$ cat src/rtl/arb_pkg.sv
package arb_pkg;
  localparam int LVLS  = 4;
  localparam int LVL_W = 2;
  localparam int PTR_W = 4;
  localparam int CFG_W = 32;
  localparam int BYTE_W = CFG_W / LVLS;

  // First channel to examine in a level: the stored position itself in
  // static mode, the one after it in round-robin mode, always modulo n.
  function automatic int unsigned first_slot(logic [PTR_W-1:0] pos,
                                             logic rr, int unsigned n);
    int unsigned base;
    base = int'(pos) % n;
    return rr ? (base + 1) % n : base;
  endfunction
endpackage

$ cat src/rtl/arb_level_pick.sv
module arb_level_pick #(
  parameter int N_CH = 16,
  localparam int PW = arb_pkg::PTR_W
) (
  input  logic [N_CH-1:0] cand,
  input  logic [PW-1:0]   start,
  output logic            hit,
  output logic [PW-1:0]   idx
);
  logic [2*N_CH-1:0] dbl;
  logic [N_CH-1:0]   rot;
  logic [PW-1:0]     off;
  logic [PW:0]       sum;

  assign dbl = {cand, cand};
  assign rot = N_CH'(dbl >> start);

  always_comb begin
    hit = 1'b0;
    off = '0;
    for (int k = N_CH - 1; k >= 0; k--) begin
      if (rot[k]) begin
        hit = 1'b1;
        off = PW'(k);
      end
    end
    sum = {1'b0, start} + {1'b0, off};
    if (sum >= (PW+1)'(N_CH)) sum = sum - (PW+1)'(N_CH);
    idx = sum[PW-1:0];
  end
endmodule

$ cat src/rtl/arb_prio_reg.sv
module arb_prio_reg #(
  localparam int NL = arb_pkg::LVLS,
  localparam int PW = arb_pkg::PTR_W,
  localparam int CW = arb_pkg::CFG_W,
  localparam int BW = arb_pkg::BYTE_W
) (
  input  logic           clk,
  input  logic           rst_n,
  input  logic           we,
  input  logic [CW-1:0]  wdata,
  input  logic [NL-1:0]  upd_v,
  input  logic [PW-1:0]  upd_idx,
  output logic [NL-1:0]  rr_en,
  output logic [NL*PW-1:0] pos,
  output logic [CW-1:0]  rdata
);
  for (genvar L = 0; L < NL; L++) begin : g_lvl
    logic          en_q;
    logic [PW-1:0] pos_q;

    always_ff @(posedge clk) begin
      if (!rst_n) begin
        en_q  <= 1'b0;
        pos_q <= '0;
      end else if (we) begin
        en_q  <= wdata[L*BW + BW - 1];
        pos_q <= wdata[L*BW +: PW];
      end else if (upd_v[L]) begin
        pos_q <= upd_idx;
      end
    end

    assign rr_en[L]       = en_q;
    assign pos[L*PW +: PW] = pos_q;
    assign rdata[L*BW +: BW] = {en_q, (BW-PW-1)'(0), pos_q};

    AST_RR_TRACK: assert property (@(posedge clk) disable iff (!rst_n)
      (!we && upd_v[L]) |=> (pos_q == $past(upd_idx)));
    AST_WRITE_WINS: assert property (@(posedge clk) disable iff (!rst_n)
      we |=> (pos_q == $past(wdata[L*BW +: PW]) && en_q == $past(wdata[L*BW + BW - 1])));
  end

  AST_POS_STABLE: assert property (@(posedge clk) disable iff (!rst_n)
    (!we && upd_v == '0) |=> $stable(pos));
endmodule

$ cat src/rtl/chan_arbiter.sv
module chan_arbiter #(
  parameter int N_CH = 16,
  localparam int NL = arb_pkg::LVLS,
  localparam int LW = arb_pkg::LVL_W,
  localparam int PW = arb_pkg::PTR_W,
  localparam int CW = arb_pkg::CFG_W
) (
  input  logic               clk,
  input  logic               rst_n,
  input  logic [N_CH-1:0]    req,
  input  logic [LW*N_CH-1:0] req_lvl,
  input  logic               arb_go,
  output logic               grant_vld,
  output logic [PW-1:0]      grant_idx,
  input  logic               cfg_we,
  input  logic [CW-1:0]      cfg_wdata,
  output logic [CW-1:0]      cfg_rdata
);
  logic [NL-1:0]    rr_en;
  logic [NL*PW-1:0] pos;
  logic [NL-1:0]    lvl_hit;
  logic [PW-1:0]    lvl_idx [NL];
  logic             any_hit;
  logic [LW-1:0]    win_lvl;
  logic [PW-1:0]    win_idx;
  logic [NL-1:0]    upd_v;
  logic             take;

  for (genvar L = 0; L < NL; L++) begin : g_pick
    logic [N_CH-1:0] cand;
    logic [PW-1:0]   start;
    for (genvar c = 0; c < N_CH; c++) begin : g_ch
      assign cand[c] = req[c] && (req_lvl[c*LW +: LW] == LW'(L));
    end
    assign start = PW'(arb_pkg::first_slot(pos[L*PW +: PW], rr_en[L], N_CH));
    arb_level_pick #(.N_CH(N_CH)) u_pick (
      .cand  (cand),
      .start (start),
      .hit   (lvl_hit[L]),
      .idx   (lvl_idx[L])
    );
  end

  // Ascending scan with overwrite: the highest level that has a hit wins.
  always_comb begin
    any_hit = 1'b0;
    win_lvl = '0;
    win_idx = '0;
    for (int L = 0; L < NL; L++) begin
      if (lvl_hit[L]) begin
        any_hit = 1'b1;
        win_lvl = LW'(L);
        win_idx = lvl_idx[L];
      end
    end
  end

  assign take = arb_go && any_hit;

  always_comb begin
    for (int L = 0; L < NL; L++)
      upd_v[L] = take && (win_lvl == LW'(L)) && rr_en[L];
  end

  arb_prio_reg u_reg (
    .clk     (clk),
    .rst_n   (rst_n),
    .we      (cfg_we),
    .wdata   (cfg_wdata),
    .upd_v   (upd_v),
    .upd_idx (win_idx),
    .rr_en   (rr_en),
    .pos     (pos),
    .rdata   (cfg_rdata)
  );

  always_ff @(posedge clk) begin
    if (!rst_n) begin
      grant_vld <= 1'b0;
      grant_idx <= '0;
    end else begin
      grant_vld <= take;
      if (take) grant_idx <= win_idx;
    end
  end

  logic [N_CH-1:0] gnt_oh;
  assign gnt_oh = N_CH'(1) << grant_idx;

  AST_GRANT_HAS_REQ: assert property (@(posedge clk) disable iff (!rst_n)
    grant_vld |-> |($past(req) & gnt_oh));
  AST_IDLE_NO_GRANT: assert property (@(posedge clk) disable iff (!rst_n)
    !arb_go |=> !grant_vld);
  AST_EMPTY_NO_GRANT: assert property (@(posedge clk) disable iff (!rst_n)
    (arb_go && req == '0) |=> !grant_vld);
  AST_ONE_UPDATE: assert property (@(posedge clk) disable iff (!rst_n)
    $onehot0(upd_v));
endmodule

$ cat config.mk
export PLATFORM = sky130hd
export DESIGN_NAME = chan_arbiter
export DESIGN_NICKNAME = d
export VERILOG_FILES = /design/src/rtl/arb_pkg.sv /design/src/rtl/arb_level_pick.sv /design/src/rtl/arb_prio_reg.sv /design/src/rtl/chan_arbiter.sv
export SDC_FILE = /design/constraint.sdc
export NUM_CORES = 1
export LEC_CHECK = 0
export ABC_AREA = 1
export BUFFER_PORTS_ARGS = -buffer_cell sky130_fd_sc_hd__buf_2
export CAP_MARGIN = 20
export CORE_ASPECT_RATIO = 1.2
export CORE_UTILIZATION = 60
export DETAILED_ROUTE_END_ITERATION = 10
export GPL_TIMING_DRIVEN = 0
export HOLD_SLACK_MARGIN = 0.02
export PLACE_DENSITY = 0.9
export SYNTH_ARGS = -nofsm -noshare
export SYNTH_HDL_FRONTEND = slang
export SYNTH_HIERARCHICAL = 1
export SYNTH_SLANG_ARGS = --single-unit
$ cat constraint.sdc
create_clock -name clk -period 5.4 [get_ports clk]
set_clock_uncertainty 0.1 [all_clocks]
set_input_delay 0.27 -clock clk [delete_from_list [all_inputs] [get_ports clk]]
set_output_delay 0.27 -clock clk [all_outputs]
set_load 0.1 [all_outputs]
==> results.sh <==
export IMPL_drt_iter0_drc=685
export IMPL_numCtsBuffers=3
export IMPL_grt_setup_unrepaired="false"
export IMPL_yosysWarningCount=6
export IMPL_top_layer="met4"
export IMPL_ant_nets=0
export IMPL_syn_area_sq_mm=0.00757
export IMPL_clk_pin_slew_ns=0.07
export IMPL_setup_viol=0
export IMPL_end_kind="flop"
export IMPL_synthToLayoutAreaGrowth_pct=10.6
export IMPL_routed_wl_met2_mm=10.2
export IMPL_rows=44
export IMPL_fin_hold_ws_ns=0.124
export IMPL_finalMaxSlewViolations=0
export IMPL_core_region_area_sq_mm=0.0122
export IMPL_ys_seq_area_share_pct=6.61
export IMPL_start_kind="flop"
export IMPL_hold_class="primary input to flop"
export IMPL_nNetsFinal=1515
export IMPL_cts_root_buffer="clkbuf_16"
export IMPL_start_util_pct=61.9
export IMPL_status="finished, final reports clean"
export IMPL_grt_pass1_vias=8086
export IMPL_grt_overflow=0
export IMPL_synthCells=1300
export IMPL_crit_fanout=10
export IMPL_cp_arrival_ns=4.49
export IMPL_wl_per_cell_um=13.9
export IMPL_cts_tree="built"
export IMPL_cp_depth=27
export IMPL_syn_avg_cell_area_sq_um=5.82
export IMPL_whs_path_depth=3
export IMPL_crit_top_cell="nand2_1"
export IMPL_final_util_pct=68.5
export IMPL_max_slew_margin_pct=41.5
export IMPL_viasPerCell=5.59
export IMPL_fin_ws_ns=0.972
export IMPL_fillers=1171
export IMPL_hold_viol=0
export IMPL_place_ws_ns=1.02
export IMPL_first_pass_iters=6
export IMPL_hpwlAfterDp_mm=18.6
export IMPL_timing_final_crit_share_pct=82.0
export IMPL_crit_slowest_cell="dfxtp_1"
export IMPL_ctsHoldBuffers=0
export IMPL_drive_gt1_share_pct=26.1
export IMPL_period_minus_slack_ns=4.43
export IMPL_synth_seq_cells=25
export IMPL_placed_area_sq_mm=0.00829
export IMPL_ys_top_cells_by_area="nand2_1 20%, nand3_1 15%, nand3_2 11%"
export IMPL_fin_tns_setup_ns=0
export IMPL_power_leakage_nw=4.76
export IMPL_vias=8782
export IMPL_cts_resized=0
export IMPL_synth_cell_types=37
export IMPL_drt_wl_total_mm=21.9
export IMPL_rr_worst_depth=27
export IMPL_antenna_found_initial=0
export IMPL_drc=0
export IMPL_cts_sinks=25
export IMPL_grt_max_degree=16
export IMPL_dieArea_sq_mm=0.0131
export IMPL_clockBufferDepth=2
export IMPL_grt_use_total_pct=33.8
export IMPL_routedLengthMet1_mm=8.84
export IMPL_final_area_sq_mm=0.00837
export IMPL_yosysTopAreaCellShare_pct=19.9
export IMPL_cap_violations=0
export IMPL_die_w_um=105
export IMPL_p_per_area_mw_per_mm2=206
export IMPL_yosysTopAreaCell="nand2_1"
export IMPL_worstMarginPinSlew_ns=0.871
export IMPL_met3WireLength_mm=1.85
export IMPL_crit_type="flop to flop"
export IMPL_post_cts_setup_buffers=0
export IMPL_slowest_delay_ns=0.42
export IMPL_die_h_um=125
export IMPL_routabilityCongestion=0.983
export IMPL_ioPinCount=121
export IMPL_clk_latency_ns=0.26
export IMPL_h_tree_depth=1
export IMPL_crit_required_ns=5.46
export IMPL_crit_family="simple AND/OR/NAND/NOR gates"
export IMPL_ir_drop_v=0.000225
export IMPL_max_freq_ghz=0.226
export IMPL_grt_pass1_wl_mm=36.6
export IMPL_diodes=0
export IMPL_path_buf_inv=5
export IMPL_port_buffers=95
## layout by cell type, fill, tap and decap left out, types with 2 or more instances in the layout
cell	count
buf_6	13
buf_8	2
a21oi_2	4
xnor2_1	8
o21ai_0	8
inv_4	4
mux2_2	4
nor2_1	29
nand4_1	5
and2_1	8
inv_8	4
a21oi_1	24
nand2_4	34
dfxtp_1	25
fa_1	4
xor2_1	16
nor2_2	16
nor3_1	64
clkbuf_1	8
o21ai_2	12
a21boi_1	4
nand2_1	401
nand2_2	12
inv_2	9
ha_1	16
a31oi_1	4
buf_2	96
buf_12	4
conb_1	12
nand3_2	84
clkbuf_16	3
o21ai_1	44
inv_1	136
nand3_1	225
buf_4	64
## final timing paths
path,from,end,slack [ns]
setup reg to reg,u_reg/g_lvl[3].pos_q[0]$_SDFFE_PN0P_,u_reg/g_lvl[2].pos_q[3]$_SDFFE_PN0P_,0.97
hold / removal,cfg_wdata[7],u_reg/g_lvl[0].en_q$_SDFFE_PN0P_,0.12
setup / recovery,u_reg/g_lvl[3].pos_q[0]$_SDFFE_PN0P_,u_reg/g_lvl[2].pos_q[3]$_SDFFE_PN0P_,0.97
hold reg to reg,u_reg/g_lvl[2].en_q$_SDFFE_PN0P_,u_reg/g_lvl[2].en_q$_SDFFE_PN0P_,0.42
## state kept, by name (all words and copies together) (netlist names)
register           flops
u_reg/g_lvl.pos_q     16
u_reg/g_lvl.en_q       4
grant_idx              4
grant_vld              1
## kinds of logic after synthesis
kind of cell / count (synthesis) / synth area share, %
and+or+nand+nor: 880 / 60.2
adders and majority gates: 20 / 3.70
other: 1 / 0.0495
AOI/OAI and AO/OA: 100 / 7.60
buffers and inverters: 246 / 18.4
muxes: 4 / 0.595
DFF: 25 / 6.61
xor gates and xnor gates: 24 / 2.78
## tightest hold or removal path: cells and delay by family
kind / cells / cell delay (ns)
buffers and inverters: 1 / 0.07
and+or+nand+nor: 2 / 0.11
## per-layer routing
layer / global-route usage, % / up-vias
met4: 16.3 / 0
met1: 41.2 / 3921
met2: 58.7 / 391
met3: 3.75 / 63
met5: 0 / -
li1: - / 4407
## cells in the mapped netlist, drive strengths merged
cell type	count
nand2	447
nand3	309
inv	154
buf	84
nor3	64
o21ai	64
nor2	46
a21oi	28
dfxtp	25
ha	16
xor2	16
and2	8
clkbuf	8
xnor2	8
nand4	5
a21boi	4
a31oi	4
fa	4
mux2	4
conb	1
nand3b	1
## stage by stage
stage,instances,power [mW]
2_1_floorplan,1311,1.28
3_3_place_gp,1567,1.52
3_5_place_dp,1567,1.54
4_1_cts,1571,1.71
5_1_grt,1571,1.89
6_report,1571,1.73
## final cells by class
class	instances	area [sq um]	area share, %
multi-input cells	1040	5720	68.3
plain buffers	92	772	9.22
inverters	154	623	7.44
flip-flops and latches	25	500	5.98
repair buffers	95	475	5.68
well taps	161	201	2.41
clock buffers	3	75.1	0.897
clock inverters	1	7.51	0.0897
## power breakdown
group          leakage [nW]  internal [mW]  switching [mW]
sequential            0.207          0.200          0.0159
clock                0.0371          0.101          0.0672
combinational          4.52          0.444           0.900
Power figures use the tool's default switching activity.
